`src/rtl/exc_disp_pkg.sv`:
```
package exc_disp_pkg;
    localparam int NUM_EXC  = 10;
    localparam int NUM_SYNC = 7;
    localparam int IDX_W    = $clog2(NUM_EXC);

    localparam int IX_ISI  = 0;
    localparam int IX_PROG = 1;
    localparam int IX_SYSC = 2;
    localparam int IX_FPU  = 3;
    localparam int IX_MCHK = 4;
    localparam int IX_DSI  = 5;
    localparam int IX_ALGN = 6;
    localparam int IX_EXT  = 7;
    localparam int IX_PERF = 8;
    localparam int IX_DEC  = 9;

    localparam int MSR_LE_BIT  = 0;
    localparam int MSR_EE_BIT  = 15;
    localparam int MSR_ILE_BIT = 16;

    localparam logic [31:0] SAVE_KEEP = 32'h87C0_FFFF;
    localparam logic [31:0] MSR_CLEAR = 32'h0004_EF36;
    localparam logic [31:0] ISI_MARK  = 32'h4000_0000;
    localparam logic [31:0] PROG_MARK = 32'h0002_0000;

    typedef enum logic [1:0] {
        S_IDLE   = 2'd0,
        S_TAKEN  = 2'd1,
        S_CANCEL = 2'd2
    } disp_state_e;

    function automatic logic [11:0] handler_vec(input logic [IDX_W-1:0] idx);
        logic [11:0] v;
        case (idx)
            IDX_W'(IX_ISI):  v = 12'h400;
            IDX_W'(IX_PROG): v = 12'h700;
            IDX_W'(IX_SYSC): v = 12'hC00;
            IDX_W'(IX_FPU):  v = 12'h800;
            IDX_W'(IX_DSI):  v = 12'h300;
            IDX_W'(IX_ALGN): v = 12'h600;
            IDX_W'(IX_EXT):  v = 12'h500;
            IDX_W'(IX_PERF): v = 12'hF00;
            IDX_W'(IX_DEC):  v = 12'h900;
            default:         v = 12'h000;
        endcase
        return v;
    endfunction

    function automatic logic saves_next_pc(input logic [IDX_W-1:0] idx);
        return (idx == IDX_W'(IX_ISI))  || (idx == IDX_W'(IX_SYSC)) ||
               (idx == IDX_W'(IX_EXT))  || (idx == IDX_W'(IX_PERF)) ||
               (idx == IDX_W'(IX_DEC));
    endfunction
endpackage

```
`src/rtl/exc_prio_sel.sv`:
```
module exc_prio_sel
    import exc_disp_pkg::*;
#(
    parameter int N      = NUM_EXC,
    parameter int N_SYNC = NUM_SYNC,
    parameter int IW     = IDX_W
) (
    input  logic [N-1:0]  pend_i,
    input  logic          ext_en_i,
    output logic [N-1:0]  grant_o,
    output logic [IW-1:0] idx_o,
    output logic          vld_o
);
    logic [N-1:0] eligible;

    generate
        for (genvar g = 0; g < N; g++) begin : g_elig
            if (g < N_SYNC) begin : g_sync
                assign eligible[g] = pend_i[g];
            end else begin : g_ext
                assign eligible[g] = pend_i[g] & ext_en_i;
            end
        end
    endgenerate

    // Lowest index wins: scan from the top so the last hit is the most urgent.
    always_comb begin
        grant_o = '0;
        idx_o   = '0;
        vld_o   = 1'b0;
        for (int i = N - 1; i >= 0; i--) begin
            if (eligible[i]) begin
                grant_o    = '0;
                grant_o[i] = 1'b1;
                idx_o      = IW'(i);
                vld_o      = 1'b1;
            end
        end
    end
endmodule

```
`src/rtl/exc_save_calc.sv`:
```
module exc_save_calc
    import exc_disp_pkg::*;
#(
    parameter int PC_W = 32
) (
    input  logic [IDX_W-1:0] idx_i,
    input  logic [31:0]      msr_i,
    input  logic [PC_W-1:0]  pc_i,
    input  logic [PC_W-1:0]  npc_i,
    output logic [PC_W-1:0]  srr0_o,
    output logic [31:0]      srr1_o,
    output logic [31:0]      msr_o,
    output logic [PC_W-1:0]  vec_o
);
    localparam int PAD_W = PC_W - 12;

    logic [31:0] marks;
    logic [31:0] msr_le;

    always_comb begin
        marks = '0;
        if (idx_i == IDX_W'(IX_ISI))  marks = ISI_MARK;
        if (idx_i == IDX_W'(IX_PROG)) marks = PROG_MARK;
    end

    always_comb begin
        msr_le             = msr_i;
        msr_le[MSR_LE_BIT] = msr_i[MSR_ILE_BIT];
    end

    assign srr1_o = (msr_i & SAVE_KEEP) | marks;
    assign msr_o  = msr_le & ~MSR_CLEAR;
    assign srr0_o = saves_next_pc(idx_i) ? npc_i : pc_i;
    assign vec_o  = {{PAD_W{1'b0}}, handler_vec(idx_i)};
endmodule

```
`src/rtl/exc_dispatch_unit.sv`:
```
module exc_dispatch_unit
    import exc_disp_pkg::*;
#(
    parameter int PC_W = 32
) (
    input  logic                clk,
    input  logic                rst_n,
    input  logic [NUM_EXC-1:0]  req_i,
    input  logic                dispatch_i,
    input  logic                load_i,
    input  logic [31:0]         load_msr_i,
    input  logic [PC_W-1:0]     load_pc_i,
    input  logic [PC_W-1:0]     load_npc_i,
    output logic [NUM_EXC-1:0]  pending_o,
    output logic [31:0]         msr_o,
    output logic [PC_W-1:0]     pc_o,
    output logic [PC_W-1:0]     npc_o,
    output logic [PC_W-1:0]     srr0_o,
    output logic [31:0]         srr1_o,
    output logic                taken_o,
    output logic                cancel_o,
    output logic [PC_W-1:0]     vector_o
);
    disp_state_e state_q, state_d;

    logic [NUM_EXC-1:0] pend_q, pend_d, grant, clr_mask;
    logic [IDX_W-1:0]   win_idx;
    logic               win_vld;
    logic [31:0]        msr_q, srr1_q, nx_srr1, nx_msr;
    logic [PC_W-1:0]    pc_q, npc_q, srr0_q, vec_q, nx_srr0, nx_vec;
    logic               is_mchk, do_take, do_cancel;

    exc_prio_sel #(.N(NUM_EXC), .N_SYNC(NUM_SYNC), .IW(IDX_W)) u_sel (
        .pend_i   (pend_q),
        .ext_en_i (msr_q[MSR_EE_BIT]),
        .grant_o  (grant),
        .idx_o    (win_idx),
        .vld_o    (win_vld)
    );

    exc_save_calc #(.PC_W(PC_W)) u_save (
        .idx_i  (win_idx),
        .msr_i  (msr_q),
        .pc_i   (pc_q),
        .npc_i  (npc_q),
        .srr0_o (nx_srr0),
        .srr1_o (nx_srr1),
        .msr_o  (nx_msr),
        .vec_o  (nx_vec)
    );

    assign is_mchk   = (win_idx == IDX_W'(IX_MCHK));
    assign do_take   = dispatch_i && win_vld && !is_mchk;
    assign do_cancel = dispatch_i && win_vld && is_mchk;

    // Next outcome state.
    always_comb begin
        state_d = S_IDLE;
        unique case (1'b1)
            do_take:   state_d = S_TAKEN;
            do_cancel: state_d = S_CANCEL;
            default:   state_d = S_IDLE;
        endcase
    end

    // State register.
    always_ff @(posedge clk or negedge rst_n) begin
        if (!rst_n) state_q <= S_IDLE;
        else        state_q <= state_d;
    end

    // Strobe outputs decoded from the state.
    always_comb begin
        taken_o  = 1'b0;
        cancel_o = 1'b0;
        unique case (state_q)
            S_TAKEN:  taken_o  = 1'b1;
            S_CANCEL: cancel_o = 1'b1;
            default:  ;
        endcase
    end

    // Flags to drop this edge.
    always_comb begin
        clr_mask = '0;
        if (do_take) clr_mask = grant;
        if (do_cancel) begin
            clr_mask[IX_MCHK] = 1'b1;
            clr_mask[IX_DSI]  = 1'b1;
        end
    end

    generate
        for (genvar g = 0; g < NUM_EXC; g++) begin : g_pend
            assign pend_d[g] = (pend_q[g] & ~clr_mask[g]) | req_i[g];
        end
    endgenerate

    always_ff @(posedge clk or negedge rst_n) begin
        if (!rst_n) begin
            pend_q <= '0;
            msr_q  <= '0;
            pc_q   <= '0;
            npc_q  <= '0;
            srr0_q <= '0;
            srr1_q <= '0;
            vec_q  <= '0;
        end else begin
            pend_q <= pend_d;
            if (do_take) begin
                srr0_q <= nx_srr0;
                srr1_q <= nx_srr1;
                msr_q  <= nx_msr;
                pc_q   <= nx_vec;
                npc_q  <= nx_vec;
                vec_q  <= nx_vec;
            end else if (load_i && !dispatch_i) begin
                msr_q <= load_msr_i;
                pc_q  <= load_pc_i;
                npc_q <= load_npc_i;
            end
        end
    end

    assign pending_o = pend_q;
    assign msr_o     = msr_q;
    assign pc_o      = pc_q;
    assign npc_o     = npc_q;
    assign srr0_o    = srr0_q;
    assign srr1_o    = srr1_q;
    assign vector_o  = vec_q;

    logic ext_win;
    assign ext_win = (win_idx >= IDX_W'(NUM_SYNC));

    a_r8_pc_at_vector: assert property (@(posedge clk) disable iff (!rst_n)
        taken_o |-> (pc_o == vector_o) && (npc_o == vector_o));

    a_r7_ee_cleared: assert property (@(posedge clk) disable iff (!rst_n)
        taken_o |-> !msr_o[MSR_EE_BIT]);

    a_r6_srr1_marks: assert property (@(posedge clk) disable iff (!rst_n)
        taken_o |-> ((srr1_o & ~(SAVE_KEEP | ISI_MARK | PROG_MARK)) == 32'h0));

    a_r4_ext_needs_ee: assert property (@(posedge clk) disable iff (!rst_n)
        (do_take && ext_win) |-> msr_q[MSR_EE_BIT]);

    a_r10_cancel_quiet: assert property (@(posedge clk) disable iff (!rst_n)
        cancel_o |-> $stable(pc_o) && $stable(srr0_o) && $stable(srr1_o) && $stable(msr_o));

    a_r2_no_loss: assert property (@(posedge clk) disable iff (!rst_n)
        !dispatch_i |=> ((pending_o & $past(pending_o)) == $past(pending_o)));

    a_r11_one_strobe: assert property (@(posedge clk) disable iff (!rst_n)
        !(taken_o && cancel_o));
endmodule

```
`config.mk`:
```
export PLATFORM = sky130hd
export DESIGN_NAME = exc_dispatch_unit
export DESIGN_NICKNAME = d
export VERILOG_FILES = /design/src/rtl/exc_disp_pkg.sv /design/src/rtl/exc_prio_sel.sv /design/src/rtl/exc_save_calc.sv /design/src/rtl/exc_dispatch_unit.sv
export SDC_FILE = /design/constraint.sdc
export NUM_CORES = 1
export LEC_CHECK = 0
export ABC_AREA = 1
export BUFFER_PORTS_ARGS = -buffer_cell sky130_fd_sc_hd__buf_2
export CAP_MARGIN = 15
export CORE_ASPECT_RATIO = 0.9
export CORE_MARGIN = 2
export CORE_UTILIZATION = 46
export CTS_BUF_LIST = sky130_fd_sc_hd__clkbuf_4
export DETAILED_ROUTE_END_ITERATION = 12
export PLACE_DENSITY = 0.86
export SLEW_MARGIN = 20
export SYNTH_ARGS = -nofsm -noshare
export SYNTH_HDL_FRONTEND = slang
export SYNTH_SLANG_ARGS = --single-unit
export TNS_END_PERCENT = 10
```
`constraint.sdc`:
```
create_clock -name clk -period 2.21 [get_ports clk]
set_clock_uncertainty 0.2 [all_clocks]
set_input_delay 0.663 -clock clk [delete_from_list [all_inputs] [get_ports clk]]
set_output_delay 0.663 -clock clk [all_outputs]
set_load 0.02 [all_outputs]
```
==> metrics.log <==
[metrics] status: finished with violations
[metrics] failing checks: setup timing
[metrics] register area: 0.00421 mm^2
[metrics] Final Critical Period: 2330 ps
[metrics] number of buffers created by CTS: 17
[metrics] total iterations of the first detailed-routing run: 5
[metrics] async set or reset register ratio after synthesis: 100%
[metrics] top-area cell type share of the netlist area: 52.9%
[metrics] insertion delay of the later-clocked pin in the worst-skew pair: 560 ps
[metrics] width of the chip: 143 um
[metrics] Post-Layout Inst Area: 0.0101 mm^2
[metrics] Initial Utilization: 47.0%
[metrics] initial drt markers: 427
[metrics] utilization after layout: 59.6%
[metrics] Setup Total Neg Slack: -3320 ps
[metrics] residual overflow from global routing: 0
[metrics] Post-Synthesis Mean Instance Area: 8.11 um^2
[metrics] cell at the root of the clock tree: clkbuf_4
[metrics] minimum hold slack: 86.6 ps
[metrics] R2R setup slack: -120 ps
[metrics] number of design rule violations left after detail routing: 0
[metrics] Final Cycle Share: 105%
[metrics] critical path class: reg2reg
[metrics] final antenna-violating net count: 0
[metrics] area of the multi-input gates: 0.00273 mm^2
[metrics] setup repair after global routing missed its margin: yes
[metrics] share of final-layout standard cells stronger than drive strength 1: 31.0%
[metrics] arrival time worst endpoint: 2590 ps
[metrics] number of global-route vias before repair: 6,914
[metrics] Placed Area: 0.00961 mm^2
[metrics] maximum number of pins on one net before global-route repair: 95
[metrics] crit path launch type: flop
[metrics] initial antenna violation count: 2
[metrics] largest fanout on the critical path: 10
[metrics] vertical extent of the die: 129 um
[metrics] ranking of synthesized cells by area: dfrtp_1 (53%), nand2_1 (14%), inv_1 (7.3%), buf_4 (6.6%), a21oi_1 (3.7%)
[metrics] number of standard cells after synthesis: 979
[metrics] clock transition at the registers of the reported paths: 130 ps
[metrics] Static Leak: 6.15 nW
[metrics] CP Capture Type: flop
[metrics] NumNets Final: 1,370
[metrics] Vias per Instance: 4.85
[metrics] dominant synthesized flop cell: dfrtp_1
[metrics] max_slew headroom: 66.5%
[metrics] clock sinks: 168
[metrics] Ports: 314
[metrics] count of unique library cells instantiated by Yosys: 30
[metrics] final setup violating endpoints: 43
[metrics] required time reported for the critical path endpoint: 2460 ps
[metrics] maximum buffer depth of the clock tree: 2
[metrics] worst vdd ir: 0.000599 V
[metrics] final count of hold timing violations: 0
[metrics] # H-tree levels: 4
[metrics] Min-Delay Path Class: in2reg
[metrics] warnings from Yosys: 0
[metrics] GPL Wtd Cong: 0.870
[metrics] average wire per cell in the routed design: 14.8 um
[metrics] half-perimeter wire length after detailed placement: 15.9 mm
[metrics] total number of vias: 7,176
[metrics] final-report max-slew violation count: 0
[metrics] area of the die: 0.0183 mm^2
[metrics] number of synthesized flops with an enable pin: 0
[metrics] worst setup margin: -121 ps
[metrics] Final Routed Wirelength: 21.9 mm
[metrics] count of input and output buffers: 277
[metrics] count of maximum capacitance violations: 0
[metrics] global-route wire length before repair: 34.5 mm
[metrics] transition time at the pin with the least slew margin: 503 ps
[metrics] overall track demand over capacity in global routing: 24.3%
[metrics] area growth from synthesis to layout: 26.6%
[metrics] flip-flop and latch count after synthesis: 168
[metrics] total number of placement rows: 45
[metrics] CTS tree: done
[metrics] netlist area before placement: 0.00794 mm^2
[metrics] sequential cell area fraction in the yosys report: 52.9%
[metrics] Cell Pwr Density: 696 mW/mm^2
[metrics] Filler cells: 1,510
[metrics] cell type contributing the most total cell area after synthesis: dfrtp_1
[metrics] highest achievable clock rate: 429 MHz
[metrics] PnR Total Power: 0.00700 W
[metrics] core outline area: 0.0169 mm^2
[per-stage QoR]
step,setup slack (ps),instances
after floorplan,9.55,1014
after global placement,-89.5,1442
after detailed placement,-167,1442
after CTS,-130,1478
after global routing,-272,1481
final,-121,1481
[sequential cells by signal, indices dropped and copies added, names as in the netlist]
signal,flops
pending_o,10
pc_o,32
srr1_o,24
msr_o,32
srr0_o,32
state_q,2
npc_o,32
vector_o,4
[cell usage in the layout (no fill, tap or decap), types with 5 or more instances in the layout]
cell and instances:
nand2_1 288, buf_2 269, dfrtp_1 163, inv_1 152, nor2_1 66, a21oi_1 57, nand3_1 44, conb_1 36
nand4_1 33, buf_4 27, clkbuf_4 19, buf_6 14, buf_12 12, nand2_2 10, inv_2 7, a21boi_1 7
o21bai_1 5, a21boi_0 5, dfrtp_2 5
[synth_stat cells, types with 2 or more instances]
| cell | number |
|---|---|
| a21boi_0 | 5 |
| a21boi_1 | 7 |
| a21oi_1 | 58 |
| buf_1 | 6 |
| buf_2 | 11 |
| buf_4 | 70 |
| clkbuf_1 | 15 |
| dfrtp_1 | 168 |
| ha_1 | 5 |
| inv_1 | 155 |
| inv_2 | 4 |
| nand2_1 | 297 |
| nand2_2 | 2 |
| nand3_1 | 46 |
| nand3_2 | 2 |
| nand4_1 | 33 |
| nor2_1 | 68 |
| nor2_4 | 2 |
| nor3_1 | 3 |
| o211ai_1 | 4 |
| o21ai_0 | 4 |
| o21ai_2 | 2 |
| o21bai_1 | 5 |
[repair_timing]
item | in CTS | in global routing
hold endpoints to repair | 84 | 0
resized for setup | 10 | 25
hold buffers | 1 | 0
endpoints found under the setup margin | 111 | 152
pin swaps | 1 | 3
buffers inserted | 2 | 1
cloned | 1 | 0
[final cells by class]
cell class	instances	share of cell area, %
clock buffer	19	1.42
timing repair buffer	324	19.7
clock inverter	13	1.29
inverter	159	5.93
tap	211	2.62
multi-input combinational	585	27.1
antenna	2	0.0498
sequential	168	41.9
[logic make-up (layout without fill, tap and decap cells)]
group                      after synthesis  in the layout  share of synthesized area (%)
other                                    1             38                         0.0472
buffers and inverters                  261            515                           15.8
and+or+nand+nor                        456            456                           24.1
DFF                                    168            168                           52.9
AOI/OAI and AO/OA                       88             88                           6.36
adders and majority gates                5              5                          0.788
[final timing paths]
path	start	to	depth (start not counted)
max	msr_o[15]	srr0_o[1]	15
min reg2reg	msr_o[27]	msr_o[27]	2
max reg2reg	msr_o[15]	srr0_o[1]	15
max in group asynchronous	rst_n	pending_o[5]	3
min	req_i[8]	pending_o[8]	3
min in group asynchronous	rst_n	msr_o[8]	2
[where the power goes]
part	internal, W	switching [W]
clock	0.000689	0.00108
sequential	0.00336	0.000172
combinational	0.000573	0.00112
[routing by layer]
layer / global-route usage, % / share of wire (%) / up-vias
li1: - / - / 3456
met5: 0 / 0 / -
met3: 6.29 / 7.0 / 51
met2: 39.5 / 48 / 287
met4: 9.09 / 3.1 / 0
met1: 31.5 / 42 / 3382
[worst max-delay path, stage by stage (launching register included)]
cell,delay [ps]
dfrtp_1,440
a21oi_2,150
nand2_1,60
nand2_1,50
nand2_1,50
nand2_1,70
nand2_2,70
nand2_4,100
inv_2,50
ha_2,170
or2_4,230
nand3_4,130
buf_4,190
nand4_1,120
nand3_1,100
nand2_1,50
Power figures use the tool's default switching activity.
